**config.mk**
```make
export PLATFORM = sky130hd
export DESIGN_NAME = adc_result_irq_ctrl
export DESIGN_NICKNAME = d
export VERILOG_FILES = /design/src/rtl/adc_irq_pkg.sv /design/src/rtl/adc_ctrl_regs.sv /design/src/rtl/adc_flag_stall.sv /design/src/rtl/adc_result_store.sv /design/src/rtl/adc_result_irq_ctrl.sv
export SDC_FILE = /design/constraint.sdc
export NUM_CORES = 1
export LEC_CHECK = 0
export ABC_AREA = 0
export BUFFER_PORTS_ARGS = -buffer_cell sky130_fd_sc_hd__buf_2
export CELL_PAD_IN_SITES_DETAIL_PLACEMENT = 2
export CELL_PAD_IN_SITES_GLOBAL_PLACEMENT = 2
export CORE_MARGIN = 3
export CORE_UTILIZATION = 27
export DETAILED_ROUTE_END_ITERATION = 10
export MAX_ROUTING_LAYER = met4
export PLACE_DENSITY_LB_ADDON = 0.1
export SLEW_MARGIN = 30
export SYNTH_ARGS = -nofsm -noshare
export SYNTH_HDL_FRONTEND = slang
export SYNTH_HIERARCHICAL = 1
export SYNTH_SLANG_ARGS = --single-unit
```
**constraint.sdc**
```tcl
create_clock -name clk -period 2.25 [get_ports clk]
set_input_delay 0 -clock clk [delete_from_list [all_inputs] [get_ports clk]]
set_output_delay 0 -clock clk [all_outputs]
set_load 0.03 [all_outputs]
```
**src/rtl/adc_irq_pkg.sv**
```systemverilog
package adc_irq_pkg;
  localparam int CSR_W        = 4;
  localparam int CSR_FLAG_BIT = 0;
  localparam int CSR_IEN_BIT  = 1;
  localparam int CSR_MODE_BIT = 2;
  localparam int CSR_SVC_BIT  = 3;
  localparam int IRQ_ID_W     = 8;
  localparam int IRQ_ID_DEF   = 11;

  typedef struct packed {
    logic svc;
    logic short_mode;
    logic ien;
    logic flag;
  } status_t;
endpackage

```
**src/rtl/adc_ctrl_regs.sv**
```systemverilog
module adc_ctrl_regs (
  input  logic clk,
  input  logic rst,
  input  logic we,
  input  logic wr_ien,
  input  logic wr_mode,
  input  logic wr_svc,
  output logic ien_q,
  output logic ien_d,
  output logic mode_q,
  output logic svc_q
);
  logic mode_d, svc_d;

  always_comb begin
    ien_d  = we ? wr_ien  : ien_q;
    mode_d = we ? wr_mode : mode_q;
    svc_d  = we ? wr_svc  : svc_q;
  end

  always_ff @(posedge clk) begin
    if (rst) begin
      ien_q  <= 1'b0;
      mode_q <= 1'b0;
      svc_q  <= 1'b0;
    end else begin
      ien_q  <= ien_d;
      mode_q <= mode_d;
      svc_q  <= svc_d;
    end
  end

  assert_cfg_hold_R1: assert property (@(posedge clk) disable iff (rst)
    !we |=> ($stable(ien_q) && $stable(mode_q) && $stable(svc_q)));
endmodule

```
**src/rtl/adc_flag_stall.sv**
```systemverilog
module adc_flag_stall (
  input  logic clk,
  input  logic rst,
  input  logic conv_done,
  input  logic xfer_ack,
  input  logic sw_clr,
  input  logic svc_i,
  input  logic ien_d_i,
  output logic capture_o,
  output logic flag_q,
  output logic hold_q,
  output logic irq_q
);
  logic flag_d, hold_d;

  always_comb begin
    capture_o = conv_done && !hold_q;
    if (capture_o)              flag_d = 1'b1;
    else if (sw_clr || xfer_ack) flag_d = 1'b0;
    else                        flag_d = flag_q;
    if (capture_o && svc_i)     hold_d = 1'b1;
    else if (xfer_ack)          hold_d = 1'b0;
    else                        hold_d = hold_q;
  end

  always_ff @(posedge clk) begin
    if (rst) begin
      flag_q <= 1'b0;
      hold_q <= 1'b0;
      irq_q  <= 1'b0;
    end else begin
      flag_q <= flag_d;
      hold_q <= hold_d;
      irq_q  <= flag_d && ien_d_i;
    end
  end

  assert_load_sets_flag_R2: assert property (@(posedge clk) disable iff (rst)
    (conv_done && !hold_q) |=> flag_q);
  assert_set_wins_R5: assert property (@(posedge clk) disable iff (rst)
    (conv_done && !hold_q && (sw_clr || xfer_ack)) |=> flag_q);
  assert_write_one_noop_R4: assert property (@(posedge clk) disable iff (rst)
    (!flag_q && !conv_done && !xfer_ack && !sw_clr) |=> !flag_q);
  assert_ack_release_R7: assert property (@(posedge clk) disable iff (rst)
    (xfer_ack && !(conv_done && !hold_q)) |=> (!flag_q && !hold_q));
  assert_no_stall_R10: assert property (@(posedge clk) disable iff (rst)
    (!svc_i && !hold_q) |=> !hold_q);
endmodule

```
**src/rtl/adc_result_store.sv**
```systemverilog
module adc_result_store #(
  parameter int RES_W   = 10,
  parameter int SHORT_W = 8
) (
  input  logic             clk,
  input  logic             rst,
  input  logic             capture_i,
  input  logic             hold_i,
  input  logic [RES_W-1:0] din,
  input  logic             short_mode_i,
  output logic [RES_W-1:0] data_o
);
  localparam int PAD_W = RES_W - SHORT_W;

  logic [RES_W-1:0] data_q;
  logic [RES_W-1:0] short_view;

  always_ff @(posedge clk) begin
    if (rst)            data_q <= '0;
    else if (capture_i) data_q <= din;
  end

  generate
    if (PAD_W > 0) begin : g_pad
      assign short_view = {{PAD_W{1'b0}}, data_q[RES_W-1 -: SHORT_W]};
    end else begin : g_nopad
      assign short_view = data_q;
    end
  endgenerate

  assign data_o = short_mode_i ? short_view : data_q;

  assert_no_overwrite_R6: assert property (@(posedge clk) disable iff (rst)
    hold_i |=> $stable(data_q));
endmodule

```
**src/rtl/adc_result_irq_ctrl.sv**
```systemverilog
module adc_result_irq_ctrl
  import adc_irq_pkg::*;
#(
  parameter int RES_W   = 10,
  parameter int SHORT_W = 8,
  parameter int IRQ_NUM = IRQ_ID_DEF
) (
  input  logic                clk,
  input  logic                rst,
  input  logic                conv_done,
  input  logic [RES_W-1:0]    conv_result,
  output logic                conv_hold,
  input  logic                csr_we,
  input  logic [CSR_W-1:0]    csr_wdata,
  output logic [CSR_W-1:0]    csr_rdata,
  output logic [RES_W-1:0]    result_o,
  input  logic                xfer_ack,
  output logic                irq_req,
  output logic [IRQ_ID_W-1:0] irq_id
);
  logic ien_q, ien_d, mode_q, svc_q;
  logic capture, flag_q, hold_q, irq_q;
  status_t st;

  adc_ctrl_regs u_regs (
    .clk(clk), .rst(rst), .we(csr_we),
    .wr_ien(csr_wdata[CSR_IEN_BIT]), .wr_mode(csr_wdata[CSR_MODE_BIT]),
    .wr_svc(csr_wdata[CSR_SVC_BIT]),
    .ien_q(ien_q), .ien_d(ien_d), .mode_q(mode_q), .svc_q(svc_q)
  );

  adc_flag_stall u_flag (
    .clk(clk), .rst(rst), .conv_done(conv_done), .xfer_ack(xfer_ack),
    .sw_clr(csr_we && !csr_wdata[CSR_FLAG_BIT]), .svc_i(svc_q),
    .ien_d_i(ien_d), .capture_o(capture), .flag_q(flag_q),
    .hold_q(hold_q), .irq_q(irq_q)
  );

  adc_result_store #(.RES_W(RES_W), .SHORT_W(SHORT_W)) u_store (
    .clk(clk), .rst(rst), .capture_i(capture), .hold_i(hold_q),
    .din(conv_result), .short_mode_i(mode_q), .data_o(result_o)
  );

  always_comb begin
    st.flag       = flag_q;
    st.ien        = ien_q;
    st.short_mode = mode_q;
    st.svc        = svc_q;
  end

  assign csr_rdata = st;
  assign conv_hold = hold_q;
  assign irq_req   = irq_q;
  assign irq_id    = IRQ_ID_W'(IRQ_NUM);

  assert_irq_match_R3: assert property (@(posedge clk) disable iff (rst)
    irq_req == (st.flag && st.ien));
  assert_irq_id_R9: assert property (@(posedge clk) irq_id == IRQ_ID_W'(IRQ_NUM));
endmodule

```
==> impl_metrics.tcl <==
set metrics [dict create \
    finalWeightedCongestion 0.643 \
    timing.max_slew.rel_slack_pct 56.1 \
    clkLatencyLatePin_ns 0.27 \
    globalRoute.totalOverflow 0 \
    first_pass_iters 3 \
    postSynthRegisterBits 16 \
    count_of_flip_flops_with_a_built_in_enable_after_synthesis 0 \
    setup.worst_path.start_class "flip-flop" \
    nets 141 \
    io_pins 43 \
    cts.sink_count 16 \
    min_period_over_period_pct 68.8 \
    ctsHtreeMaxLevel 1 \
    post_dp_cell_area_um2 975 \
    final_antenna_net_count 0 \
    finalHoldWorstSlack_ns 0.0119 \
    hold_viol_final 0 \
    post_synth_most_frequent_cells "sky130_fd_sc_hd__dfxtp_1, sky130_fd_sc_hd__buf_4, sky130_fd_sc_hd__mux2i_1, sky130_fd_sc_hd__nor2_1, sky130_fd_sc_hd__mux2_4" \
    synth_largest_area_cell "sky130_fd_sc_hd__dfxtp_1" \
    r2r_setup_slack_ns 0.88 \
    area.growth.synth_to_final_pct 33.3 \
    cts-root-to-sink-buffers 2 \
    cap_violations 0 \
    slowest_stage "sky130_fd_sc_hd__dfxtp_1" \
    syn-cell-area_um2 846 \
    timing.final.crit_period_ns 1.55 \
    cts_tree "done" \
    worst-setup-path-type "reg -> out" \
    first_global_vias 675 \
    critPathMaxStageDelay_ns 0.75 \
    power.leakage_nw 0.576 \
    dp.final_hpwl_um 1390 \
    tightest_slew_ns 0.657 \
    die_y_um 62.0 \
    yosys.cell_count.top_type "sky130_fd_sc_hd__dfxtp_1" \
    insertedDiodeCount 0 \
    grt_util_all_layers_pct 11.3 \
    cts.root.buffer_cell "sky130_fd_sc_hd__clkbuf_4" \
    floorplan.rows 19 \
    routedWlPerCell_um 12.0 \
    outcome "finished, final reports clean" \
    number_of_clock_buffers_inserted_by_tritoncts 3 \
    ys_dominant_reg_cell "sky130_fd_sc_hd__dfxtp_1" \
    worst_ep_required_time_ns 2.25 \
    routed-via-count 654 \
    maximum_number_of_pins_on_one_net_before_global_route_repair 17 \
    hold_class "in -> reg" \
    power_density_nw_per_um2 563 \
    crit_path_cell_trace "mux2_4 > buf_2" \
    unrepaired_setup_endpoints_after_global_routing "no" \
    post_synthesis_cell_count 79 \
    die-area_um2 3840 \
    initial_antenna_violation_count 0 \
    synth.top_cells.by_area "sky130_fd_sc_hd__dfxtp_1, sky130_fd_sc_hd__mux2_4, sky130_fd_sc_hd__mux2i_1" \
    asyncSetResetFlopFracSynth_pct 0 \
    grt_first_pass_wirelength_um 3060 \
    critPathArrivalTime_ns 1.55 \
    setup_violations 0 \
    multi_input_combinational_cell_area_um2 428 \
    synth_warnings 6 \
    cts.clk_slew.worst_paths_ns 0.09 \
    core_region_area_um2 2880 \
    layout_cell_share_with_drive_strength_beyond_1_pct 42.5 \
    setup_total_negative_slack_ns 0 \
    worst-path-buf-inv 1 \
    die_x_um 62.0 \
    place.port_buffers 34 \
    layout.cell_area.non_filler_um2 1130 \
    detail_route.drc_violations 0 \
    synth.lib_cells_used.distinct 16 \
    synth_top_area_share_pct 37.9 \
    timing.critical_path.fanout_max 12 \
    avgSynthCellArea_um2 10.7 \
    ir_drop_mv 0.199 \
    yosysSeqAreaShare_pct 37.9 \
    nFillCells 324 \
    timing.critical_path.max_delay_family "flip-flops" \
    skew_ns 0.000794 \
    post-layout-total-power_mw 0.635 \
    type_of_destination_of_the_critical_path "output port" \
    post_drt_via_cell_ratio 4.04 \
    detail_route.wirelength_um 1940 \
    floorplan.initialDensity_pct 29.4 \
    detailedRoute.firstIterationViolations 7 \
    timing.fmax_mhz 646 \
    ff_latch_area_um2 320 \
    final_max_slew_viol_count 0 \
]
==> cell usage in the layout (no fill, tap or decap) <==
cell type,instances
sky130_fd_sc_hd__a21oi_1,3
sky130_fd_sc_hd__and2b_2,2
sky130_fd_sc_hd__buf_2,34
sky130_fd_sc_hd__clkbuf_4,3
sky130_fd_sc_hd__conb_1,8
sky130_fd_sc_hd__dfxtp_1,16
sky130_fd_sc_hd__dlygate4sd3_1,13
sky130_fd_sc_hd__inv_1,1
sky130_fd_sc_hd__mux2_4,9
sky130_fd_sc_hd__mux2i_1,12
sky130_fd_sc_hd__nand2b_1,2
sky130_fd_sc_hd__nand2b_2,1
sky130_fd_sc_hd__nand3b_1,1
sky130_fd_sc_hd__nor2_1,12
sky130_fd_sc_hd__nor2b_4,2
sky130_fd_sc_hd__or3b_1,1
==> through the flow <==
step           util [%]  cells  setup WS, ns
6_report           39.2    162         0.701
5_1_grt            39.2    162         0.619
4_1_cts            39.2    162         0.658
3_5_place_dp       33.9    146         0.888
3_3_place_gp       33.9    146         0.927
2_1_floorplan         -     85          1.05
==> cell type report <==
cell class | count | share of cell area [%]
Clock buffer | 3 | 2.00
Inverter | 1 | 0.333
Multi-Input combinational cell | 53 | 38.0
Sequential cell | 16 | 28.4
Tap cell | 42 | 4.66
Timing Repair Buffer | 47 | 26.6
==> flip-flops by register name (all words and copies together) (netlist names) <==
| signal | count |
|---|---|
| u_regs/mode_q | 1 |
| u_flag/hold_q | 1 |
| u_flag/irq_q | 1 |
| u_store/data_q | 10 |
| u_regs/svc_q | 1 |
| u_flag/flag_q | 1 |
| u_regs/ien_q | 1 |
==> metal layers <==
layer / vias to the layer above / routed length (um) / part of all wire, % / track usage [%]
met5: - / 0 / 0 / -
met4: 0 / 16 / 0.82 / 3.64
met3: 2 / 97 / 5.0 / 1.86
met2: 24 / 962 / 49 / 17.9
met1: 309 / 867 / 45 / 14.5
li1: 319 / - / - / -
==> worst reg2reg max path: stages, from the launching register on <==
cell,delay [ns]
sky130_fd_sc_hd__dfxtp_1,0.34
sky130_fd_sc_hd__nand2b_1,0.18
sky130_fd_sc_hd__inv_1,0.43
sky130_fd_sc_hd__mux2i_1,0.26
sky130_fd_sc_hd__nor2_1,0.05
==> path summary, 6_finish.rpt <==
kind | from | to | cells past startpoint
setup / recovery | u_regs/mode_q | result_o[3] | 2
hold / removal | conv_done | u_flag/hold_q | 3
hold reg to reg | u_flag/hold_q | u_flag/hold_q | 2
setup reg to reg | u_flag/hold_q | u_store/data_q[9] | 4
==> cells by family (layout without fill, tap and decap cells) <==
| family | count (synthesis) | in the layout | synth area share, % |
|---|---|---|---|
| other | 2 | 8 | 0.888 |
| and+or+nand+nor | 21 | 21 | 15.1 |
| DFF | 16 | 16 | 37.9 |
| AOI/OAI and AO/OA | 3 | 3 | 1.77 |
| buffers and inverters | 16 | 51 | 14.2 |
| muxes | 21 | 21 | 30.2 |
==> repair_timing <==
item	CTS	global route
resized for setup	0	0
setup endpoints to repair	0	0
hold buffers	13	0
hold endpoints to repair	13	0
buffers inserted	0	0
==> where the power goes <==
part / switching (mW) / internal, mW / total, mW
registers: 0.0164 / 0.300 / 0.317
clock network: 0.0798 / 0.0618 / 0.142
logic: 0.0973 / 0.0794 / 0.177
total: 0.193 / 0.441 / 0.635
Note: power is estimated with default switching activity, not from simulation.
